### src/rtl/wdt_pkg.sv
// Package: shared widths, field positions, mode and power-state types.
// Assumes: configuration word of CFG_W bits with the layout given below.
package wdt_pkg;

    localparam int CFG_W    = 6;
    localparam int SEL_W    = 3;
    localparam int NUM_SEL  = 1 << SEL_W;
    localparam int BIT_IEN  = 3;
    localparam int BIT_WD   = 4;
    localparam int BIT_RUN  = 5;

    typedef enum logic [1:0] {
        PWR_RUN  = 2'd0,
        PWR_HALT = 2'd1,
        PWR_STOP = 2'd2
    } pwr_e;

    typedef enum logic [1:0] {
        MODE_IDLE     = 2'd0,
        MODE_INTERVAL = 2'd1,
        MODE_WATCH    = 2'd2
    } mode_e;

    // Extra power of two added to the base exponent for a select value;
    // the top select skips one step.
    function automatic int unsigned sel_step(input int unsigned s);
        return (s == NUM_SEL - 1) ? NUM_SEL : s;
    endfunction

    // Decode the power-mode markers; STOP dominates HALT.
    function automatic pwr_e pwr_decode(input logic halt, input logic stop);
        if (stop)      return PWR_STOP;
        else if (halt) return PWR_HALT;
        else           return PWR_RUN;
    endfunction

endpackage

### src/rtl/wdt_prescaler.sv
// Free-running low prescaler stage.
// Counts every enabled cycle from reset and is never cleared by software.
// Assumes PRE_BITS >= 1. tick_o marks the enabled cycle in which the stage wraps.
module wdt_prescaler #(
    parameter int PRE_BITS = 4
) (
    input  logic clk,
    input  logic rst_n,
    input  logic cnt_en_i,
    output logic tick_o
);

    logic [PRE_BITS-1:0] pre_q;

    // Advance the prescaler on every enabled cycle.
    always_ff @(posedge clk) begin
        if (!rst_n)        pre_q <= '0;
        else if (cnt_en_i) pre_q <= pre_q + 1'b1;
    end

    // A tick marks the wrap of the stage.
    always_comb tick_o = cnt_en_i && (&pre_q);

endmodule

### src/rtl/wdt_mode_reg.sv
// Configuration register: interval select, interval enable, sticky watchdog bit.
// The RUN bit is not stored; a write with RUN set yields a one-cycle clear pulse.
// Assumes the field layout from wdt_pkg.
module wdt_mode_reg
    import wdt_pkg::*;
(
    input  logic                 clk,
    input  logic                 rst_n,
    input  logic                 we_i,
    input  logic [CFG_W-1:0]     wdata_i,
    output logic [CFG_W-1:0]     rdata_o,
    output logic [SEL_W-1:0]     sel_o,
    output mode_e                mode_o,
    output logic                 run_clr_o
);

    logic [SEL_W-1:0] sel_q;
    logic             ien_q;
    logic             wd_q;

    // Capture writes; the watchdog bit can only be set, never cleared.
    always_ff @(posedge clk) begin
        if (!rst_n) begin
            sel_q <= '0;
            ien_q <= 1'b1;
            wd_q  <= 1'b0;
        end else if (we_i) begin
            sel_q <= wdata_i[SEL_W-1:0];
            ien_q <= wdata_i[BIT_IEN];
            wd_q  <= wd_q | wdata_i[BIT_WD];
        end
    end

    // Decode the operating mode; the watchdog bit overrides interval enable.
    always_comb begin
        if (wd_q)       mode_o = MODE_WATCH;
        else if (ien_q) mode_o = MODE_INTERVAL;
        else            mode_o = MODE_IDLE;
    end

    // Clear pulse and read-back composition.
    always_comb begin
        run_clr_o        = we_i && wdata_i[BIT_RUN];
        sel_o            = sel_q;
        rdata_o          = '0;
        rdata_o[SEL_W-1:0] = sel_q;
        rdata_o[BIT_IEN] = ien_q;
        rdata_o[BIT_WD]  = wd_q;
    end

endmodule

### src/rtl/wdt_interval_ctr.sv
// Upper counter stage with interval selection.
// Counts prescaler ticks, wraps at the selected length and flags the elapse.
// Assumes LO_EXP > PRE_BITS, so the shortest interval spans at least two ticks.
module wdt_interval_ctr
    import wdt_pkg::*;
#(
    parameter int LO_EXP   = 12,
    parameter int PRE_BITS = 4
) (
    input  logic             clk,
    input  logic             rst_n,
    input  logic             run_clr_i,
    input  logic             tick_i,
    input  logic [SEL_W-1:0] sel_i,
    output logic             elapse_o
);

    localparam int CNT_W = LO_EXP + NUM_SEL - PRE_BITS;

    logic [CNT_W-1:0] cnt_q;
    logic             running_q;
    logic [CNT_W-1:0] last_tbl [NUM_SEL];
    logic             at_last;

    // Terminal count for every select value, built per entry.
    for (genvar g = 0; g < NUM_SEL; g++) begin : g_last
        localparam int SH = LO_EXP - PRE_BITS + int'(sel_step(g));
        assign last_tbl[g] = {CNT_W{1'b1}} >> (CNT_W - SH);
    end

    // Reaching or passing the terminal count ends the interval.
    always_comb at_last = (cnt_q >= last_tbl[sel_i]);

    // Clear and start on RUN; otherwise count ticks and wrap at the terminal count.
    always_ff @(posedge clk) begin
        if (!rst_n) begin
            cnt_q     <= '0;
            running_q <= 1'b0;
        end else if (run_clr_i) begin
            cnt_q     <= '0;
            running_q <= 1'b1;
        end else if (running_q && tick_i) begin
            cnt_q     <= at_last ? '0 : cnt_q + 1'b1;
        end
    end

    // An elapse is the final tick of an interval that was not cleared this cycle.
    always_comb elapse_o = running_q && tick_i && at_last && !run_clr_i;

endmodule

### src/rtl/wdt_event_out.sv
// Turns elapses into the masked interrupt request or the overflow pulse.
// Assumes elapse_i is a single-cycle strobe.
module wdt_event_out
    import wdt_pkg::*;
(
    input  logic  clk,
    input  logic  rst_n,
    input  logic  elapse_i,
    input  mode_e mode_i,
    input  logic  mask_i,
    input  logic  prio_i,
    input  logic  ack_i,
    output logic  irq_o,
    output logic  irq_prio_o,
    output logic  ovf_o
);

    logic flag_q;
    logic ovf_q;

    // Latch the interval request; a new elapse wins over an acknowledge.
    always_ff @(posedge clk) begin
        if (!rst_n)                                    flag_q <= 1'b0;
        else if (elapse_i && mode_i == MODE_INTERVAL)  flag_q <= 1'b1;
        else if (ack_i)                                flag_q <= 1'b0;
    end

    // Register a one-cycle overflow pulse for each watchdog elapse.
    always_ff @(posedge clk) begin
        if (!rst_n) ovf_q <= 1'b0;
        else        ovf_q <= elapse_i && (mode_i == MODE_WATCH);
    end

    // Expose the request only in interval mode and when unmasked.
    always_comb begin
        irq_o      = flag_q && !mask_i && (mode_i == MODE_INTERVAL);
        irq_prio_o = irq_o && prio_i;
        ovf_o      = ovf_q;
    end

endmodule

### src/rtl/wdt_interval_timer.sv
// Top: watchdog / interval timer built from a free-running prescaler,
// a selectable upper counter, a configuration register and the event stage.
// Assumes a single clock domain with synchronous active-low reset.
module wdt_interval_timer
    import wdt_pkg::*;
#(
    parameter int LO_EXP   = 12,
    parameter int PRE_BITS = 4
) (
    input  logic             clk,
    input  logic             rst_n,
    input  logic             cfg_we_i,
    input  logic [CFG_W-1:0] cfg_wdata_i,
    output logic [CFG_W-1:0] cfg_rdata_o,
    input  logic             halt_i,
    input  logic             stop_i,
    input  logic             irq_mask_i,
    input  logic             irq_prio_i,
    input  logic             irq_ack_i,
    output logic             irq_o,
    output logic             irq_prio_o,
    output logic             wdt_ovf_o
);

    pwr_e             pwr_state;
    logic             cnt_en;
    logic             tick;
    logic             run_clr;
    logic             elapse;
    logic [SEL_W-1:0] sel;
    mode_e            mode;

    // Counting is frozen only in STOP; HALT keeps the clock chain alive.
    always_comb begin
        pwr_state = pwr_decode(halt_i, stop_i);
        cnt_en    = (pwr_state != PWR_STOP);
    end

    wdt_mode_reg u_mode (
        .clk       (clk),
        .rst_n     (rst_n),
        .we_i      (cfg_we_i),
        .wdata_i   (cfg_wdata_i),
        .rdata_o   (cfg_rdata_o),
        .sel_o     (sel),
        .mode_o    (mode),
        .run_clr_o (run_clr)
    );

    wdt_prescaler #(.PRE_BITS(PRE_BITS)) u_pre (
        .clk      (clk),
        .rst_n    (rst_n),
        .cnt_en_i (cnt_en),
        .tick_o   (tick)
    );

    wdt_interval_ctr #(.LO_EXP(LO_EXP), .PRE_BITS(PRE_BITS)) u_ctr (
        .clk       (clk),
        .rst_n     (rst_n),
        .run_clr_i (run_clr),
        .tick_i    (tick),
        .sel_i     (sel),
        .elapse_o  (elapse)
    );

    wdt_event_out u_evt (
        .clk        (clk),
        .rst_n      (rst_n),
        .elapse_i   (elapse),
        .mode_i     (mode),
        .mask_i     (irq_mask_i),
        .prio_i     (irq_prio_i),
        .ack_i      (irq_ack_i),
        .irq_o      (irq_o),
        .irq_prio_o (irq_prio_o),
        .ovf_o      (wdt_ovf_o)
    );

endmodule

### config.mk
export PLATFORM = sky130hd
export DESIGN_NAME = wdt_interval_timer
export DESIGN_NICKNAME = d
export VERILOG_FILES = /design/src/rtl/wdt_pkg.sv /design/src/rtl/wdt_prescaler.sv /design/src/rtl/wdt_mode_reg.sv /design/src/rtl/wdt_interval_ctr.sv /design/src/rtl/wdt_event_out.sv /design/src/rtl/wdt_interval_timer.sv
export SDC_FILE = /design/constraint.sdc
export NUM_CORES = 1
export LEC_CHECK = 0
export BUFFER_PORTS_ARGS = -buffer_cell sky130_fd_sc_hd__buf_4
export CAP_MARGIN = 10
export CELL_PAD_IN_SITES_DETAIL_PLACEMENT = 1
export CELL_PAD_IN_SITES_GLOBAL_PLACEMENT = 1
export CORE_MARGIN = 3
export CORE_UTILIZATION = 38
export CTS_CLUSTER_DIAMETER = 200
export CTS_CLUSTER_SIZE = 40
export DETAILED_ROUTE_END_ITERATION = 10
export PLACE_DENSITY_LB_ADDON = 0.1
export SYNTH_ARGS = -nofsm -noshare
export SYNTH_HDL_FRONTEND = slang
export SYNTH_SLANG_ARGS = --single-unit
### constraint.sdc
create_clock -name clk -period 2.1 [get_ports clk]
set_input_delay 0.21 -clock clk [delete_from_list [all_inputs] [get_ports clk]]
set_output_delay 0.21 -clock clk [all_outputs]
set_load 0.02 [all_outputs]
==> run_summary.xml, run 1 <==
<?xml version="1.0" encoding="UTF-8"?>
<metrics>
  <group name="outcome">
    <metric name="status" unit="">finished, final reports clean</metric>
  </group>
  <group name="die">
    <metric name="dieArea" unit="sq um">5116</metric>
    <metric name="die_height" unit="microns">71.53</metric>
    <metric name="ioPinCount" unit="">23</metric>
    <metric name="initial_utilization" unit="">0.4021</metric>
    <metric name="die_width" unit="microns">71.53</metric>
    <metric name="placement_rows" unit="">23</metric>
    <metric name="core" unit="sq um">4058</metric>
  </group>
  <group name="power">
    <metric name="leakage_power_summed_over_all_cells" unit="nW">0.7797</metric>
    <metric name="total_power" unit="uW">967.9</metric>
    <metric name="cellPowerDensity" unit="nW/um^2">464.3</metric>
    <metric name="vdd.ir_drop.worst" unit="mV">0.2634</metric>
  </group>
  <group name="run">
    <metric name="max_cap_viol_count" unit="">0</metric>
  </group>
  <group name="critical_path">
    <metric name="timing.critical_path.required" unit="ns">2.31</metric>
    <metric name="worstSetupPathType" unit="">register to register</metric>
    <metric name="critPathSlowestCell" unit="">or3b_1</metric>
    <metric name="timing.critical_path.arrival" unit="ns">2.28</metric>
    <metric name="worst_path_maximum_fanout" unit="">4</metric>
    <metric name="kind_of_capture_point_of_the_worst_setup_path" unit="">register</metric>
    <metric name="critPathLaunchType" unit="">register</metric>
    <metric name="path_common_cell" unit="">nor3_4</metric>
    <metric name="path_cells" unit="">buf_6, nor3_4, ha_1, nand4_1, nor4_4, buf_4, nor3_4, or3b_1, a31oi_1</metric>
    <metric name="cp_slowest_stage_delay" unit="ns">0.38</metric>
  </group>
  <group name="cts">
    <metric name="cts.sink_count" unit="">28</metric>
    <metric name="cts.htree.levels" unit="">1</metric>
    <metric name="ctsLongestPathBuffers" unit="">2</metric>
    <metric name="cts.hold.buffers_added" unit="">0</metric>
    <metric name="clock_insertion_delay_worst_skew" unit="ns">0.28</metric>
    <metric name="worst_setup_hold_path_clk_slew" unit="ns">0.10</metric>
    <metric name="cts.root.buffer_cell" unit="">clkbuf_8</metric>
    <metric name="numCtsBuffers" unit="">3</metric>
    <metric name="cts_tree" unit="">yes</metric>
  </group>
  <group name="synth">
    <metric name="avgSynthCellArea" unit="sq um">8.498</metric>
    <metric name="synth_top_area_frac" unit="">0.3436</metric>
    <metric name="synth_cells" unit="">192</metric>
    <metric name="netlist_area" unit="sq um">1632</metric>
    <metric name="async_flop_share" unit="">0</metric>
    <metric name="synth_top_cells_by_area" unit="">dfxtp_1, ha_1, nand2_1</metric>
    <metric name="netlist-cell-type-count" unit="">45</metric>
    <metric name="synth_area_leader_cell" unit="">dfxtp_1</metric>
    <metric name="nets_in_the_synthesized_netlist" unit="">216</metric>
    <metric name="synth_enable_flop_cells" unit="">0</metric>
    <metric name="postSynthRegisterBits" unit="">28</metric>
    <metric name="synth_seq_area_share" unit="">0.3436</metric>
    <metric name="dominantRegCellSynth" unit="">dfxtp_1</metric>
    <metric name="synth.yosys.warnings" unit="">0</metric>
  </group>
  <group name="min_path">
    <metric name="path_type_of_the_worst_min_delay_path" unit="">primary input to register</metric>
  </group>
  <group name="finish">
    <metric name="diodes" unit="">0</metric>
    <metric name="final-instance-count-excl-fill" unit="">273</metric>
    <metric name="area_growth_syn_to_layout" unit="%">27.76</metric>
    <metric name="layout-drive-gt1-share" unit="">0.2915</metric>
    <metric name="fillCellCount" unit="">481</metric>
    <metric name="design.final.nets" unit="">249</metric>
  </group>
  <group name="routing">
    <metric name="wl_per_cell" unit="microns">16.12</metric>
    <metric name="drt-vias-per-instance" unit="">5.751</metric>
    <metric name="postRouteWirelength" unit="microns">4402</metric>
    <metric name="detail_route.drc_violations" unit="">0</metric>
    <metric name="detail-route-antenna-nets" unit="">0</metric>
    <metric name="drtIter0Drc" unit="">74</metric>
    <metric name="dr.pass1.iters" unit="">4</metric>
    <metric name="via_total_after_detailed_routing" unit="">1570</metric>
  </group>
  <group name="sta">
    <metric name="hold_violations" unit="">0</metric>
    <metric name="timing.final.crit_share" unit="">0.9828</metric>
    <metric name="final_setup_violations" unit="">0</metric>
    <metric name="slew_viol_final" unit="">0</metric>
    <metric name="grt_setup_unrepaired" unit="">true</metric>
    <metric name="final.min_clock_period" unit="ns">2.064</metric>
    <metric name="worst_hold_slack" unit="ns">0.1495</metric>
    <metric name="fmaxAchievable" unit="MHz">484.5</metric>
    <metric name="final.setup.tns" unit="ns">0</metric>
    <metric name="final.setup_skew" unit="ns">0.001892</metric>
  </group>
  <group name="global_routing">
    <metric name="grt_usage" unit="">0.1723</metric>
    <metric name="antenna_found_initial" unit="">0</metric>
    <metric name="grt_pass1_vias" unit="">1525</metric>
    <metric name="grt_start_max_net_pins" unit="">21</metric>
    <metric name="grt-ovfl-total" unit="">0</metric>
    <metric name="first_pass_grt_wire_length" unit="microns">7148</metric>
  </group>
  <group name="place">
    <metric name="placedCellCount" unit="">267</metric>
    <metric name="finalWeightedCongestion" unit="">0.7442</metric>
    <metric name="io_buffers" unit="">20</metric>
    <metric name="hpwlAfterDp" unit="microns">3148</metric>
  </group>
</metrics>
[final timing paths]
check,from,end,slack (ns),cells past startpoint
worst max-delay path,u_mode.sel_o[0]$_SDFFE_PN0P_,u_ctr.cnt_q[11]$_SDFFE_PP0P_,0.04,9
worst min-delay path,cfg_wdata_i[3],u_mode.ien_q$_SDFFE_PN1P_,0.15,3
worst max register to register,u_mode.sel_o[0]$_SDFFE_PN0P_,u_ctr.cnt_q[11]$_SDFFE_PP0P_,0.04,9
worst min register to register,u_mode.ien_q$_SDFFE_PN1P_,u_mode.ien_q$_SDFFE_PN1P_,0.52,2
[cells in the mapped netlist, types with 2 or more instances]
master / count
and3b_1: 2
mux2i_1: 6
nor3_1: 9
xnor2_1: 2
o21ai_0: 6
dfxtp_1: 28
nor2b_1: 7
and4_1: 2
buf_4: 3
nor2_1: 7
a21oi_1: 15
o21ai_1: 3
inv_1: 2
or3b_1: 2
nand4_1: 4
a32oi_1: 2
nand2_1: 23
and3_1: 3
and2_1: 5
o211ai_1: 3
nand3_1: 16
clkbuf_1: 4
ha_1: 10
a31oi_1: 7
[per-stage QoR]
stage / cell area (sq um) / worst slack (ns) / utilization
4_1_cts: 1944 / -0.002472 / 0.4792
2_1_floorplan: 1648 / 0.02714 / -
6_report: 2085 / 0.03618 / 0.5137
3_5_place_dp: 1896 / -0.1253 / 0.4672
5_1_grt: 2085 / -0.1012 / 0.5137
3_3_place_gp: 1896 / -0.009569 / 0.4672
[flip-flops by register name (all words and copies together) (netlist names)]
| name | flops |
|---|---|
| u_ctr.running_q | 1 |
| u_mode.ien_q | 1 |
| u_ctr.cnt_q | 16 |
| u_mode.wd_q | 1 |
| u_evt.ovf_o | 1 |
| u_evt.flag_q | 1 |
| u_pre.pre_q | 4 |
| u_mode.sel_o | 3 |
[cell type report]
class | count | area [sq um] | area share
well taps | 50 | 62.56 | 0.03001
multi-input cells | 153 | 1109 | 0.5318
inverters | 2 | 7.507 | 0.003601
repair buffers | 37 | 292.8 | 0.1405
flip-flops and latches | 28 | 571.8 | 0.2743
clock buffers | 3 | 41.29 | 0.01981
[repair_timing]
action,4_1_cts,5_1_grt
endpoints found under the setup margin,10,17
gates cloned,0,1
setup buffers,0,2
pin swaps,1,14
gates resized for setup,2,23
[power breakdown]
group / switching (mW) / internal (mW)
clock: 0.172 / 0.129
combinational: 0.0534 / 0.0569
sequential: 0.0152 / 0.541
total: 0.241 / 0.727
[metal layers]
layer / routed length [microns] / vias up / GRT usage / part of all wire
li1: - / 765 / - / -
met1: 1945 / 772 / 0.2190 / 0.44
met2: 2266 / 28 / 0.3020 / 0.51
met3: 135 / 5 / 0.02525 / 0.031
met4: 55 / 0 / 0.04802 / 0.012
met5: 0 / - / 0 / 0
[kinds of logic after synthesis]
| logic type | count (synthesis) | share of synthesized area |
|---|---|---|
| xor gates and xnor gates | 3 | 0.01611 |
| other | 1 | 0.002298 |
| AOI/OAI and AO/OA | 40 | 0.1449 |
| DFF | 28 | 0.3436 |
| buffers and inverters | 12 | 0.04600 |
| muxes | 6 | 0.03681 |
| and+or+nand+nor | 92 | 0.3336 |
| adders and majority gates | 10 | 0.07669 |
[cells in the final DEF (no fill, tap or decap), types with 4 or more instances in the layout]
cell type / netlist / final
nand3_1: 16 / 14
nand4_1: 4 / 4
buf_6: 1 / 4
a31oi_1: 7 / 7
buf_4: 3 / 33
o21ai_0: 6 / 4
ha_1: 10 / 6
nor2_1: 7 / 7
dfxtp_1: 28 / 25
nor2b_1: 7 / 7
nand2_1: 23 / 22
mux2i_1: 6 / 6
and2_1: 5 / 5
a21oi_1: 15 / 13
nor3_1: 9 / 8
ha_4: 0 / 4
[critical path: cells and delay by family, from the launching register on]
| kind | cells | cell delay [ns] |
|---|---|---|
| AND/OR/NAND/NOR | 5 | 0.95 |
| flip-flops | 1 | 0.37 |
| buffers and inverters | 2 | 0.27 |
| adder cells (fa/ha/maj) | 1 | 0.24 |
| AO/OA/AOI/OAI | 1 | 0.16 |
(Power assumes the default switching activity.)
==> run 2, diff against run 1 <==
--- a/config.mk
+++ b/config.mk
@@ -5,12 +5,13 @@
 export SDC_FILE = /design/constraint.sdc
 export NUM_CORES = 1
 export LEC_CHECK = 0
+export ABC_AREA = 1
 export BUFFER_PORTS_ARGS = -buffer_cell sky130_fd_sc_hd__buf_4
 export CAP_MARGIN = 10
 export CELL_PAD_IN_SITES_DETAIL_PLACEMENT = 1
 export CELL_PAD_IN_SITES_GLOBAL_PLACEMENT = 1
 export CORE_MARGIN = 3
-export CORE_UTILIZATION = 38
+export CORE_UTILIZATION = 37
 export CTS_CLUSTER_DIAMETER = 200
 export CTS_CLUSTER_SIZE = 40
 export DETAILED_ROUTE_END_ITERATION = 10
==> run_summary.xml, run 2 <==
<?xml version="1.0" encoding="UTF-8"?>
<metrics>
  <group name="synth">
    <metric name="synthMostInstantiatedCell" unit="">nand2_1</metric>
    <metric name="dominantRegCellSynth" unit="">dfxtp_1</metric>
    <metric name="postSynthRegisterBits" unit="">28</metric>
    <metric name="yosys-top-cells-count" unit="">nand2_1, nor2_1, inv_1, dfxtp_1, a21oi_1</metric>
    <metric name="synth_enable_flop_cells" unit="">0</metric>
    <metric name="synth_area_leader_cell" unit="">dfxtp_1</metric>
    <metric name="nets_in_the_synthesized_netlist" unit="">261</metric>
    <metric name="synth.yosys.warnings" unit="">0</metric>
    <metric name="synth_seq_area_share" unit="">0.3304</metric>
    <metric name="synth_cells" unit="">237</metric>
    <metric name="avgSynthCellArea" unit="sq um">7.159</metric>
    <metric name="netlist-cell-type-count" unit="">32</metric>
    <metric name="synth_top_area_frac" unit="">0.3304</metric>
    <metric name="async_flop_share" unit="">0</metric>
    <metric name="synth_top_cells_by_area" unit="">dfxtp_1, nand2_1, ha_1</metric>
    <metric name="netlist_area" unit="sq um">1697</metric>
  </group>
  <group name="die">
    <metric name="placement_rows" unit="">23</metric>
    <metric name="core" unit="sq um">4202</metric>
    <metric name="die_height" unit="microns">73.72</metric>
    <metric name="dieArea" unit="sq um">5434</metric>
    <metric name="initial_utilization" unit="">0.4038</metric>
    <metric name="ioPinCount" unit="">23</metric>
    <metric name="die_width" unit="microns">73.72</metric>
  </group>
  <group name="sta">
    <metric name="fmaxAchievable" unit="MHz">530.6</metric>
    <metric name="final_setup_violations" unit="">0</metric>
    <metric name="final.setup.tns" unit="ns">0</metric>
    <metric name="final.min_clock_period" unit="ns">1.885</metric>
    <metric name="timing.final.crit_share" unit="">0.8974</metric>
    <metric name="hold_violations" unit="">0</metric>
    <metric name="slew_viol_final" unit="">0</metric>
    <metric name="final.setup_skew" unit="ns">0.003035</metric>
    <metric name="grt_setup_unrepaired" unit="">false</metric>
  </group>
  <group name="finish">
    <metric name="top_register" unit="">u_ctr.cnt_q</metric>
    <metric name="top_library_cells_by_usage_in_the_layout_fill_and_taps_aside" unit="">nand2_1, nor2_1, inv_1</metric>
    <metric name="design.final.nets" unit="">283</metric>
    <metric name="diodes" unit="">0</metric>
    <metric name="layout-drive-gt1-share" unit="">0.2287</metric>
    <metric name="mostFrequentLayoutCell" unit="">nand2_1</metric>
    <metric name="fin_util" unit="">0.4613</metric>
    <metric name="final-instance-count-excl-fill" unit="">308</metric>
    <metric name="area_growth_syn_to_layout" unit="%">14.23</metric>
    <metric name="fillCellCount" unit="">558</metric>
    <metric name="largest_register_ff_count" unit="">16</metric>
  </group>
  <group name="cts">
    <metric name="cts.root.buffer_cell" unit="">clkbuf_8</metric>
    <metric name="cts.hold.buffers_added" unit="">0</metric>
    <metric name="worst_setup_hold_path_clk_slew" unit="ns">0.10</metric>
    <metric name="ctsLongestPathBuffers" unit="">2</metric>
    <metric name="cts.htree.levels" unit="">1</metric>
    <metric name="numCtsBuffers" unit="">3</metric>
    <metric name="clock_insertion_delay_worst_skew" unit="ns">0.27</metric>
    <metric name="cts_tree" unit="">yes</metric>
    <metric name="cts.sink_count" unit="">28</metric>
  </group>
  <group name="critical_path">
    <metric name="kind_of_capture_point_of_the_worst_setup_path" unit="">register</metric>
    <metric name="r2r-start" unit="">u_mode.sel_o[2]$_SDFFE_PN0P_</metric>
    <metric name="timing.critical_path.required" unit="ns">2.30</metric>
    <metric name="timing.critical_path.arrival" unit="ns">2.09</metric>
    <metric name="worst_path_maximum_fanout" unit="">13</metric>
    <metric name="startpoint" unit="">u_mode.sel_o[2]$_SDFFE_PN0P_</metric>
    <metric name="critPathLaunchType" unit="">register</metric>
    <metric name="timing.reg2reg.setup_slack" unit="ns">0.22</metric>
    <metric name="worstSetupPathType" unit="">register to register</metric>
  </group>
  <group name="min_path">
    <metric name="path_type_of_the_worst_min_delay_path" unit="">primary input to register</metric>
    <metric name="hp-start" unit="">stop_i</metric>
  </group>
  <group name="global_routing">
    <metric name="grt_pass1_vias" unit="">1526</metric>
    <metric name="first_pass_grt_wire_length" unit="microns">6748</metric>
    <metric name="antenna_found_initial" unit="">0</metric>
    <metric name="grt_start_max_net_pins" unit="">16</metric>
    <metric name="busiest_layer" unit="">met2</metric>
    <metric name="grt-ovfl-total" unit="">0</metric>
    <metric name="groute.layer.met1.usage" unit="">0.2063</metric>
    <metric name="grt_use_met2" unit="">0.2677</metric>
    <metric name="grt_use_met3" unit="">0.02052</metric>
    <metric name="grt_usage" unit="">0.1569</metric>
  </group>
  <group name="place">
    <metric name="hpwlAfterDp" unit="microns">3004</metric>
    <metric name="io_buffers" unit="">20</metric>
    <metric name="finalWeightedCongestion" unit="">0.7313</metric>
    <metric name="placedCellCount" unit="">304</metric>
  </group>
  <group name="routing">
    <metric name="via_total_after_detailed_routing" unit="">1466</metric>
    <metric name="drtIter0Drc" unit="">35</metric>
    <metric name="wl_per_cell" unit="microns">11.96</metric>
    <metric name="detail_route.drc_violations" unit="">0</metric>
    <metric name="detail-route-antenna-nets" unit="">0</metric>
    <metric name="drt-vias-per-instance" unit="">4.760</metric>
    <metric name="dr.pass1.iters" unit="">2</metric>
    <metric name="postRouteWirelength" unit="microns">3685</metric>
  </group>
  <group name="power">
    <metric name="cellPowerDensity" unit="nW/um^2">512.7</metric>
    <metric name="vdd.ir_drop.worst" unit="mV">0.2188</metric>
    <metric name="leakage_power_summed_over_all_cells" unit="nW">0.8609</metric>
  </group>
  <group name="run">
    <metric name="max_cap_viol_count" unit="">0</metric>
  </group>
  <group name="outcome">
    <metric name="status" unit="">finished, final reports clean</metric>
  </group>
</metrics>
run 2: logic make-up after synthesis:
| logic type | Yosys count | synth area share |
|---|---|---|
| AOI/OAI and AO/OA | 27 | 0.08776 |
| xor gates and xnor gates | 3 | 0.01549 |
| adders and majority gates | 10 | 0.07375 |
| buffers and inverters | 41 | 0.1069 |
| DFF | 28 | 0.3304 |
| other | 1 | 0.002210 |
| and+or+nand+nor | 127 | 0.3835 |
run 2: per-stage QoR:
step / hold slack, ns / worst slack [ns] / area, sq um / total power [mW]
after floorplan: 0.3035 / 0.3016 / 1697 / 0.6325
after global placement: 0.4138 / 0.2583 / 1882 / 0.6677
after detailed placement: 0.4176 / 0.1918 / 1882 / 0.6711
after CTS: 0.1122 / 0.1486 / 1937 / 1.019
after global routing: 0.1266 / 0.01259 / 1938 / 1.052
final: 0.1196 / 0.2155 / 1938 / 0.9937
run 2: cell type report:
type	count	area [sq um]	area share
flip-flops and latches	28	561.8	0.2899
clock buffers	4	55.05	0.02841
multi-input cells	168	954.7	0.4926
inverters	35	131.4	0.06779
well taps	50	62.56	0.03228
repair buffers	23	172.7	0.08909
run 2: routing by layer:
layer	share of wire	up-vias
li1	-	788
met1	0.49	665
met2	0.48	9
met3	0.018	4
met4	0.011	0
met5	0	-
run 2: final timing paths:
check	end	cells past startpoint
setup / recovery	u_ctr.cnt_q[4]$_SDFFE_PP0P_	9
hold / removal	u_pre.pre_q[1]$_SDFFE_PN0N_	2
setup reg to reg	u_ctr.cnt_q[4]$_SDFFE_PP0P_	9
hold reg to reg	u_pre.pre_q[1]$_SDFFE_PN0N_	2
run 2: report_power, final:
| part | internal [mW] | total [mW] | switching (mW) |
|---|---|---|---|
| clock network | 0.168 | 0.337 | 0.169 |
| logic | 0.0422 | 0.101 | 0.0591 |
| registers | 0.543 | 0.555 | 0.0125 |
run 2: repair_timing:
item / CTS / global route
hold endpoints to repair: 0 / 0
setup endpoints to repair: 0 / 2
setup buffers: 0 / 0
gates resized for setup: 0 / 1
run 2: critical path, cell delays in order, from the launching register on:
cell,delay (ns)
dfxtp_1,0.45
nand3_1,0.14
ha_1,0.32
nand2_1,0.07
inv_1,0.05
a21oi_1,0.21
nand3_2,0.14
nand2_2,0.14
nand2_4,0.14
nor3_1,0.15
==> run 3, diff against run 2 <==
--- a/config.mk
+++ b/config.mk
@@ -10,6 +10,7 @@
 export CAP_MARGIN = 10
 export CELL_PAD_IN_SITES_DETAIL_PLACEMENT = 1
 export CELL_PAD_IN_SITES_GLOBAL_PLACEMENT = 1
+export CORE_ASPECT_RATIO = 1.1
 export CORE_MARGIN = 3
 export CORE_UTILIZATION = 37
 export CTS_CLUSTER_DIAMETER = 200
==> run_summary.xml, run 3 (synthesized netlist as in run 2, its figures left out) <==
<?xml version="1.0" encoding="UTF-8"?>
<metrics>
  <group name="cts">
    <metric name="numCtsBuffers" unit="">3</metric>
    <metric name="worst_setup_hold_path_clk_slew" unit="ns">0.10</metric>
    <metric name="ctsLongestPathBuffers" unit="">2</metric>
    <metric name="cts.root.buffer_cell" unit="">clkbuf_8</metric>
    <metric name="cts_tree" unit="">yes</metric>
    <metric name="cts.htree.levels" unit="">1</metric>
    <metric name="cts_repair_resize_count" unit="">0</metric>
    <metric name="clock_insertion_delay_worst_skew" unit="ns">0.28</metric>
    <metric name="post-cts-setup-buffers" unit="">0</metric>
    <metric name="cts.hold.buffers_added" unit="">0</metric>
    <metric name="cts.sink_count" unit="">28</metric>
  </group>
  <group name="die">
    <metric name="placement_rows" unit="">25</metric>
    <metric name="core" unit="sq um">4348</metric>
    <metric name="ioPinCount" unit="">23</metric>
    <metric name="die_height" unit="microns">77.02</metric>
    <metric name="dieArea" unit="sq um">5435</metric>
    <metric name="initial_utilization" unit="">0.3902</metric>
    <metric name="die_width" unit="microns">70.57</metric>
  </group>
  <group name="power">
    <metric name="p_clk_frac" unit="">0.343</metric>
    <metric name="leakage_power_summed_over_all_cells" unit="nW">0.8497</metric>
    <metric name="power.share.switching" unit="">0.2449</metric>
    <metric name="vdd.ir_drop.worst" unit="mV">0.2419</metric>
    <metric name="p_int" unit="uW">752.8</metric>
    <metric name="power.share.combinational" unit="">0.100</metric>
    <metric name="total_switching_power" unit="uW">244.2</metric>
    <metric name="cellPowerDensity" unit="nW/um^2">517.4</metric>
    <metric name="pwr-share-seq" unit="">0.557</metric>
  </group>
  <group name="global_routing">
    <metric name="grt_usage" unit="">0.1478</metric>
    <metric name="grt-ovfl-total" unit="">0</metric>
    <metric name="antenna_found_initial" unit="">0</metric>
    <metric name="grt_pass1_vias" unit="">1453</metric>
    <metric name="first_pass_grt_wire_length" unit="microns">6568</metric>
    <metric name="grt_start_max_net_pins" unit="">16</metric>
  </group>
  <group name="routing">
    <metric name="postRouteWirelength" unit="microns">3642</metric>
    <metric name="wl_per_cell" unit="microns">11.75</metric>
    <metric name="detail-route-antenna-nets" unit="">0</metric>
    <metric name="detail_route.drc_violations" unit="">0</metric>
    <metric name="drtIter0Drc" unit="">26</metric>
    <metric name="drt-vias-per-instance" unit="">4.768</metric>
    <metric name="dr.pass1.iters" unit="">4</metric>
    <metric name="via_total_after_detailed_routing" unit="">1478</metric>
  </group>
  <group name="finish">
    <metric name="diodes" unit="">0</metric>
    <metric name="final-instance-count-excl-fill" unit="">310</metric>
    <metric name="top_register" unit="">u_ctr.cnt_q</metric>
    <metric name="area_of_all_placed_cells_without_fillers" unit="sq um">1927</metric>
    <metric name="layout-drive-gt1-share" unit="">0.2188</metric>
    <metric name="fillCellCount" unit="">572</metric>
    <metric name="fin_util" unit="">0.4432</metric>
    <metric name="area_growth_syn_to_layout" unit="%">13.57</metric>
    <metric name="top_library_cells_by_usage_in_the_layout_fill_and_taps_aside" unit="">nand2_1, nor2_1, inv_1</metric>
    <metric name="design.final.nets" unit="">281</metric>
    <metric name="largest_register_ff_count" unit="">16</metric>
    <metric name="mostFrequentLayoutCell" unit="">nand2_1</metric>
  </group>
  <group name="critical_path">
    <metric name="path_cells" unit="">nand3_1, ha_1, nand2_1, inv_1, a21oi_1, nand3_2, nand2_2, nand2_4, nor3_1</metric>
    <metric name="worst_path_maximum_fanout" unit="">13</metric>
    <metric name="worstSetupPathType" unit="">register to register</metric>
    <metric name="critPathSlowestCell" unit="">dfxtp_1</metric>
    <metric name="timing.critical_path.required" unit="ns">2.31</metric>
    <metric name="timing.critical_path.arrival" unit="ns">2.07</metric>
    <metric name="critPathLaunchType" unit="">register</metric>
    <metric name="cp_slowest_stage_delay" unit="ns">0.46</metric>
    <metric name="cpLargestDelayFamily" unit="">simple AND/OR/NAND/NOR gates</metric>
    <metric name="cp.buffers_inverters" unit="">1</metric>
    <metric name="kind_of_capture_point_of_the_worst_setup_path" unit="">register</metric>
  </group>
  <group name="sta">
    <metric name="final_setup_violations" unit="">0</metric>
    <metric name="grt_setup_unrepaired" unit="">false</metric>
    <metric name="final.min_clock_period" unit="ns">1.860</metric>
    <metric name="slew_viol_final" unit="">0</metric>
    <metric name="final.setup.tns" unit="ns">0</metric>
    <metric name="timing.final.crit_share" unit="">0.8856</metric>
    <metric name="worst_case_setup_margin_in_the_final_layout" unit="ns">0.2403</metric>
    <metric name="fmaxAchievable" unit="MHz">537.7</metric>
    <metric name="hold_violations" unit="">0</metric>
    <metric name="final.setup_skew" unit="ns">0.003535</metric>
  </group>
  <group name="place">
    <metric name="place_worst_setup_slack" unit="ns">0.2125</metric>
    <metric name="io_buffers" unit="">20</metric>
    <metric name="hpwlAfterDp" unit="microns">2967</metric>
    <metric name="placed_instance_area" unit="sq um">1872</metric>
    <metric name="placedCellCount" unit="">306</metric>
    <metric name="finalWeightedCongestion" unit="">0.7206</metric>
  </group>
  <group name="min_path">
    <metric name="path_type_of_the_worst_min_delay_path" unit="">primary input to register</metric>
  </group>
  <group name="run">
    <metric name="max_cap_viol_count" unit="">0</metric>
  </group>
  <group name="outcome">
    <metric name="status" unit="">finished, final reports clean</metric>
  </group>
</metrics>
## run 3: changes by cell type in the layout (fill, tap and decap cells not counted), sizes merged
| cell | previous run | this run |
|---|---|---|
| buf | 23 | 21 |
## run 3: cell type report
cell class	instances	area (sq um)	area share
inverters	35	131.4	0.06818
clock buffers	4	55.05	0.02857
multi-input cells	168	954.7	0.4955
repair buffers	21	157.7	0.08182
flip-flops and latches	28	560.5	0.2909
well taps	54	67.56	0.03506
## run 3: worst paths after layout
kind | end | from | slack, ns | depth (start not counted)
min | u_pre.pre_q[1]$_SDFFE_PN0N_ | stop_i | 0.12 | 2
max | u_ctr.cnt_q[4]$_SDFFE_PP0P_ | u_mode.sel_o[2]$_SDFFE_PN0P_ | 0.24 | 9
min reg2reg | u_pre.pre_q[1]$_SDFFE_PN0N_ | u_pre.pre_q[1]$_SDFFE_PN0N_ | 0.50 | 2
max reg2reg | u_ctr.cnt_q[4]$_SDFFE_PP0P_ | u_mode.sel_o[2]$_SDFFE_PN0P_ | 0.24 | 9
## run 3: through the flow
step / power (mW) / hold WS [ns]
after floorplan: 0.6325 / 0.3035
after global placement: 0.6677 / 0.4128
after detailed placement: 0.6701 / 0.4157
after CTS: 1.013 / 0.1130
after global routing: 1.052 / 0.1206
final: 0.9970 / 0.1177
## run 3: power groups by stage
stage / combinational [mW] / sequential [mW] / clock [mW]
3_3_place_gp: 0.100 / 0.567 / 0
2_1_floorplan: 0.0632 / 0.569 / 0
6_report: 0.0994 / 0.555 / 0.342
4_1_cts: 0.102 / 0.556 / 0.355
5_1_grt: 0.114 / 0.558 / 0.381
3_5_place_dp: 0.102 / 0.568 / 0
## run 3: metal layers
| metal | vias up | GRT usage | routed length [microns] | share of wire |
|---|---|---|---|---|
| met5 | - | 0 | 0 | 0 |
| met4 | 0 | 0.04511 | 46 | 0.013 |
| met3 | 5 | 0.01966 | 60 | 0.016 |
| met2 | 8 | 0.2575 | 1792 | 0.49 |
| met1 | 674 | 0.1876 | 1742 | 0.48 |
| li1 | 791 | - | - | - |
